$ cat src/rtl/td_buf_pkg.sv
package td_buf_pkg;
  parameter int ADDR_W  = 32;
  parameter int PAGE_W  = 12;
  parameter int LEN_W   = 11;
  localparam int HI_W   = ADDR_W - PAGE_W;
  localparam int REM_W  = PAGE_W + 2;
  localparam int PAGE_SZ = 1 << PAGE_W;

  typedef enum logic [1:0] {ST_IDLE, ST_PLAN, ST_XFER, ST_FIN} walk_state_e;

  // bytes left between cur and end, across at most one page switch
  function automatic logic [REM_W-1:0] remain_bytes(input logic [ADDR_W-1:0] cur,
                                                    input logic [ADDR_W-1:0] last);
    logic [REM_W-1:0] c, e;
    c = REM_W'(cur[PAGE_W-1:0]);
    e = REM_W'(last[PAGE_W-1:0]);
    if (cur == '0) return '0;
    if (cur[ADDR_W-1:PAGE_W] == last[ADDR_W-1:PAGE_W]) return e - c + REM_W'(1);
    return REM_W'(PAGE_SZ) - c + e + REM_W'(1);
  endfunction

  // address of byte idx counted from cur, switching page to last's upper bits
  function automatic logic [ADDR_W-1:0] page_addr(input logic [ADDR_W-1:0] cur,
                                                  input logic [ADDR_W-1:0] last,
                                                  input logic [LEN_W-1:0] idx);
    logic [REM_W-1:0] sum;
    sum = REM_W'(cur[PAGE_W-1:0]) + REM_W'(idx);
    if (sum >= REM_W'(PAGE_SZ)) return {last[ADDR_W-1:PAGE_W], sum[PAGE_W-1:0]};
    return {cur[ADDR_W-1:PAGE_W], sum[PAGE_W-1:0]};
  endfunction

  function automatic logic [LEN_W+8:0] bit_need(input logic [LEN_W-1:0] len,
                                                input logic [15:0] ovh);
    return (LEN_W+9)'(ovh) + ((LEN_W+9)'(len) << 3);
  endfunction
endpackage

$ cat src/rtl/td_buf_plan.sv
module td_buf_plan
  import td_buf_pkg::*;
#(
  parameter int FT_W = 16,
  parameter int OVH  = 20
) (
  input  logic [ADDR_W-1:0] cbp_i,
  input  logic [ADDR_W-1:0] be_i,
  input  logic [LEN_W-1:0]  mps_i,
  input  logic [FT_W-1:0]   frame_left_i,
  output logic [LEN_W-1:0]  len_o,
  output logic              fit_o,
  output logic              empties_o
);
  localparam int NEED_W = LEN_W + 9;
  localparam int CMP_W  = (NEED_W > FT_W) ? NEED_W : FT_W;

  logic [REM_W-1:0]  rem_w;
  logic [NEED_W-1:0] need_w;

  always_comb begin
    rem_w = remain_bytes(cbp_i, be_i);
    if (REM_W'(mps_i) < rem_w) len_o = mps_i;
    else                       len_o = LEN_W'(rem_w);
    empties_o = (REM_W'(len_o) == rem_w);
    need_w    = bit_need(len_o, 16'(OVH));
    fit_o     = (CMP_W'(need_w) <= CMP_W'(frame_left_i));
  end
endmodule

$ cat src/rtl/td_buf_walker.sv
module td_buf_walker
  import td_buf_pkg::*;
(
  input  logic              clk,
  input  logic              rst_n,
  input  logic              clear_i,
  input  logic              step_i,
  input  logic [ADDR_W-1:0] cbp_i,
  input  logic [ADDR_W-1:0] be_i,
  output logic [LEN_W-1:0]  idx_o,
  output logic [ADDR_W-1:0] addr_o
);
  always_ff @(posedge clk or negedge rst_n) begin
    if (!rst_n)       idx_o <= '0;
    else if (clear_i) idx_o <= '0;
    else if (step_i)  idx_o <= idx_o + LEN_W'(1);
  end

  assign addr_o = page_addr(cbp_i, be_i, idx_o);
endmodule

$ cat src/rtl/td_buf_addresser.sv
module td_buf_addresser
  import td_buf_pkg::*;
#(
  parameter int FT_W = 16,
  parameter int OVH  = 20
) (
  input  logic              clk,
  input  logic              rst_n,
  input  logic              start_i,
  input  logic [31:0]       cbp_i,
  input  logic [31:0]       be_i,
  input  logic [10:0]       mps_i,
  input  logic [FT_W-1:0]   frame_left_i,
  output logic              busy_o,
  output logic              plan_vld_o,
  output logic              plan_fit_o,
  output logic [10:0]       plan_len_o,
  output logic              addr_vld_o,
  output logic [31:0]       addr_o,
  output logic              done_o,
  output logic [31:0]       new_cbp_o
);
  walk_state_e state_q, state_d;
  logic [ADDR_W-1:0] cbp_q, be_q, walk_addr;
  logic [LEN_W-1:0]  len_q, len_w, idx_w;
  logic              fit_q, fit_w, emp_q, emp_w;

  // named events for the checker
  logic accept_w, last_beat_w;

  td_buf_plan #(.FT_W(FT_W), .OVH(OVH)) u_plan (
    .cbp_i(cbp_i), .be_i(be_i), .mps_i(mps_i), .frame_left_i(frame_left_i),
    .len_o(len_w), .fit_o(fit_w), .empties_o(emp_w)
  );

  td_buf_walker u_walk (
    .clk(clk), .rst_n(rst_n), .clear_i(accept_w), .step_i(addr_vld_o),
    .cbp_i(cbp_q), .be_i(be_q), .idx_o(idx_w), .addr_o(walk_addr)
  );

  assign accept_w    = start_i && (state_q == ST_IDLE);
  assign last_beat_w = (state_q == ST_XFER) && (idx_w == len_q - LEN_W'(1));

  always_comb begin
    state_d = state_q;
    case (state_q)
      ST_IDLE: if (accept_w) state_d = ST_PLAN;
      ST_PLAN: if (!fit_q) state_d = ST_IDLE;
               else if (len_q == '0) state_d = ST_FIN;
               else state_d = ST_XFER;
      ST_XFER: if (last_beat_w) state_d = ST_FIN;
      ST_FIN:  state_d = ST_IDLE;
      default: state_d = ST_IDLE;
    endcase
  end

  always_ff @(posedge clk or negedge rst_n) begin
    if (!rst_n) begin
      state_q <= ST_IDLE;
      cbp_q   <= '0;
      be_q    <= '0;
      len_q   <= '0;
      fit_q   <= 1'b0;
      emp_q   <= 1'b0;
    end else begin
      state_q <= state_d;
      if (accept_w) begin
        cbp_q <= cbp_i;
        be_q  <= be_i;
        len_q <= len_w;
        fit_q <= fit_w;
        emp_q <= emp_w;
      end
    end
  end

  assign busy_o     = (state_q != ST_IDLE);
  assign plan_vld_o = (state_q == ST_PLAN);
  assign plan_fit_o = fit_q;
  assign plan_len_o = len_q;
  assign addr_vld_o = (state_q == ST_XFER);
  assign addr_o     = walk_addr;
  assign done_o     = (state_q == ST_FIN);
  assign new_cbp_o  = emp_q ? '0 : walk_addr;
endmodule

$ cat config.mk
export PLATFORM = sky130hd
export DESIGN_NAME = td_buf_addresser
export DESIGN_NICKNAME = d
export VERILOG_FILES = /design/src/rtl/td_buf_pkg.sv /design/src/rtl/td_buf_plan.sv /design/src/rtl/td_buf_walker.sv /design/src/rtl/td_buf_addresser.sv
export SDC_FILE = /design/constraint.sdc
export NUM_CORES = 1
export LEC_CHECK = 0
export ABC_CLOCK_PERIOD_IN_PS = 3000
export BUFFER_PORTS_ARGS = -buffer_cell sky130_fd_sc_hd__buf_4
export CAP_MARGIN = 20
export CORE_MARGIN = 2
export CORE_UTILIZATION = 55
export DETAILED_ROUTE_END_ITERATION = 10
export PLACE_DENSITY = 0.8
export SETUP_SLACK_MARGIN = 0.3
export SKIP_LAST_GASP = 1
export SYNTH_ARGS = -nofsm -noshare
export SYNTH_HDL_FRONTEND = slang
export SYNTH_HIERARCHICAL = 1
export SYNTH_SLANG_ARGS = --single-unit
$ cat constraint.sdc
create_clock -name clk -period 3 [get_ports clk]
set_clock_uncertainty 0.1 [all_clocks]
set_input_delay 0.15 -clock clk [delete_from_list [all_inputs] [get_ports clk]]
set_output_delay 0.15 -clock clk [all_outputs]
set_load 0.01 [all_outputs]
==> flow_summary.json, run 1 <==
{
  "hpwl_um": 21200,
  "start_util_pct": 56.5,
  "syn-num-nets": 1114,
  "cts_max_level": 3,
  "worstEpCategory": "register data pin",
  "status": "aborted with a tool error",
  "error_line": "[ERROR GRT-0232] Routing congestion too high. Check the congestion heatmap in the GUI.",
  "die_h_um": 126,
  "yosys_warnings": 6,
  "worst_endpoint": "plan_fit_o$_DFFE_PN0P_/D",
  "die_x_um": 126,
  "gr-total-overflow": 6,
  "synth_area_per_cell_um2": 8.71,
  "gp_congestion": 0.938,
  "gr-usage-all-layers_pct": 73.6,
  "synth.cell_area_um2": 8240,
  "cts-root-buf": "clkbuf_16",
  "numCtsBuffers": 9,
  "ioPinCount": 174,
  "syn_inst": 946,
  "failing_step": "global routing (5_1_grt)",
  "fp-row-count": 44,
  "portBuffers": 173,
  "clk_path_buf_depth": 2,
  "placed_cell_area_um2": 11200,
  "grt_max_degree": 81,
  "post-place-ws_ps": -3450
}
[metal layers]
metal	GRT overflow	global-route usage, %
met4	3	76.4
met2	3	91.9
met5	0	18.3
met1	0	72.5
met3	0	56.5
[what timing repair did]
item | in CTS
hold endpoints to repair | 101
pin swaps | 49
hold buffers | 24
cloned | 5
endpoints found under the setup margin | 62
resized for setup | 111
buffers inserted | 56
[metrics by stage]
stage	instances	utilization [%]	TNS (ps)
after floorplan	946	-	-18220
after global placement	1458	77.0	-24400
after detailed placement	1458	77.0	-27530
after CTS	1559	87.6	-26000
==> run 2: changes to the inputs <==
--- a/config.mk
+++ b/config.mk
@@ -9,10 +9,9 @@
 export BUFFER_PORTS_ARGS = -buffer_cell sky130_fd_sc_hd__buf_4
 export CAP_MARGIN = 20
 export CORE_MARGIN = 2
-export CORE_UTILIZATION = 55
+export CORE_UTILIZATION = 40
 export DETAILED_ROUTE_END_ITERATION = 10
-export PLACE_DENSITY = 0.8
-export SETUP_SLACK_MARGIN = 0.3
+export PLACE_DENSITY_LB_ADDON = 0.15
 export SKIP_LAST_GASP = 1
 export SYNTH_ARGS = -nofsm -noshare
 export SYNTH_HDL_FRONTEND = slang
==> run 2 against run 1 <==
  * Synthesized cell count unchanged
  * Area after synthesis unchanged
  * The flow now finishes, with violations (negative setup slack)
==> flow_summary.json, run 2 <==
{
  "status": "finished, violations left",
  "violations": "negative setup slack",
  "slew_headroom_pct": 55.6,
  "critical_path_arrival_ps": 6300,
  "ioPinCount": 174,
  "yosys_warnings": 6,
  "synth.cell_area_um2": 8240,
  "hold_class": "in -> reg",
  "reg_top3": "cbp_q: 32 flops, be_q: 20 flops",
  "ir_drop_mv": 0.525,
  "core_um2": 20200,
  "synth_area_per_cell_um2": 8.71,
  "vias": 8878,
  "layout_commonest_cell": "buf_4",
  "antenna_cells": 0,
  "crit_type": "in -> reg",
  "start_util_pct": 40.7,
  "rsz0062_at_grt": "yes",
  "cp-start-kind": "primary input",
  "p_clk_share_pct": 11.6,
  "clk_path_buf_depth": 2,
  "top_register": "cbp_q",
  "setup_ws_ps": -3110,
  "reg2reg_from": "plan_len_o[0]",
  "wl_per_cell_um": 17.2,
  "maxUsedRoutingLayer": "met4",
  "cp-startpoint": "be_i[0]",
  "clock-sinks": 78,
  "worstMarginPinSlew_ps": 658,
  "clock_latency_ps": 350,
  "power.total_mw": 9.63,
  "r2r_cells": 7,
  "met3_length_um": 1670,
  "layout_common_cells": "397 x buf_4, 82 x nand2_1, 78 x dfrtp_1",
  "fp-row-count": 52,
  "numCtsBuffers": 9,
  "fin_util_pct": 65.4,
  "post-place-ws_ps": -3390,
  "max_freq_mhz": 164,
  "portBuffers": 173,
  "setup_viol": 46,
  "grt_max_degree": 81,
  "gr-usage-all-layers_pct": 25.3,
  "max_stage_delay_ps": 480,
  "hpwl_um": 21300,
  "p_per_area_nw_per_um2": 728,
  "r2r_end": "state_q[0]",
  "gp_congestion": 0.923,
  "drive_gt1_share_pct": 46.0,
  "drc": 0,
  "max-cap-violations": 0,
  "cp-end-kind": "register",
  "grt_first_pass_wirelength_um": 44200,
  "syn-num-nets": 1114,
  "cts_max_level": 3,
  "grt_pass1_vias": 8627,
  "setup_tns_ps": -25860,
  "syn_to_final_growth_pct": 60.5,
  "crit_fanout": 4,
  "viasPerCell": 5.32,
  "cts-root-buf": "clkbuf_16",
  "wl_met1_um": 12400,
  "leakagePower_nw": 6.33,
  "placed_cell_area_um2": 11600,
  "drt_iter0_drc": 454,
  "crit_end": "plan_fit_o",
  "first_pass_iters": 5,
  "slew_viol_final": 0,
  "p_seq_share_pct": 20.7,
  "final_area_um2": 13200,
  "die_h_um": 148,
  "nets": 1563,
  "comb_power_share_pct": 67.6,
  "hold_violations": 0,
  "gr-total-overflow": 0,
  "wl_um": 28700,
  "die-area_um2": 21800,
  "met2_wirelength_um": 13900,
  "cts_tree": "yes",
  "die_x_um": 148,
  "antenna_left": 0,
  "r2r_slack_ps": 570,
  "cp.required_ps": 3190,
  "switching_share_pct": 40.3,
  "fin_crit_ps": 6110,
  "post-route-period-util_pct": 204,
  "p_switching_mw": 3.88,
  "critPathSlowestCell": "or4b_1",
  "syn_inst": 946,
  "path_clk_slew_ps": 70,
  "internal_power_mw": 5.75,
  "largest_reg_flops": 32,
  "grt_antenna_before_repair": 0
}
==> run 2: worst max-delay path, delay by kind of cell <==
| family | cells | cell delay, ps |
|---|---|---|
| compound gates | 12 | 2230 |
| simple gates | 9 | 1420 |
| fa+ha+maj | 5 | 1150 |
| mux | 3 | 710 |
| buf+inv | 5 | 480 |
| xor+xnor | 1 | 150 |
==> run 2: cell type report <==
| type | count | area [um2] |
|---|---|---|
| well taps | 270 | 338 |
| multi-input cells | 763 | 6450 |
| repair buffers | 472 | 3910 |
| inverters | 71 | 279 |
| fillers | 1672 | 7010 |
| flip-flops and latches | 78 | 1950 |
| clock buffers | 10 | 229 |
| clock inverters | 6 | 68.8 |
==> run 2: power by group through the flow <==
stage,combinational (mW),sequential [mW],clock (mW)
after detailed placement,5.59,2.01,0
after global placement,5.52,1.99,0
after floorplan,3.18,1.89,0
final,6.51,2.00,1.12
after CTS,5.93,1.99,1.15
after global routing,7.04,2.07,1.18
==> run 2: timing repair <==
| item | 4_1_cts | 5_1_grt |
|---|---|---|
| pin swaps | 50 | 48 |
| gates resized for setup | 43 | 97 |
| gates cloned | 5 | 1 |
| hold endpoints to repair | 53 | 0 |
| setup buffers | 25 | 20 |
| setup endpoints to repair | 55 | 51 |
| hold buffers | 24 | 0 |
==> run 2: worst min-delay path by stage <==
stage / startpoint / to / depth (start not counted)
2_1_floorplan: rst_n / asynchronous set/reset pin / 0
3_3_place_gp: rst_n / plan_fit_o / 1
3_5_place_dp: rst_n / plan_fit_o / 1
4_1_cts: cbp_i[24] / cbp_q[24] / 3
5_1_grt: be_i[30] / be_q[30] / 3
6_report: cbp_i[11] / cbp_q[11] / 3
==> run 2: through the flow <==
step | cells | hold slack, ps
5_1_grt | 1670 | 45.1
3_5_place_dp | 1579 | 19.2
6_report | 1670 | 45.6
2_1_floorplan | 946 | -246
4_1_cts | 1649 | 19.2
3_3_place_gp | 1579 | 17.9
==> run 2: per-layer routing <==
metal / up-vias / GRT usage (%)
met2: 298 / 43.5
met5: - / 0
met4: 0 / 7.40
li1: 4318 / -
met1: 4219 / 32.5
met3: 43 / 4.78
No activity file was read; power rests on OpenSTA's default activity.
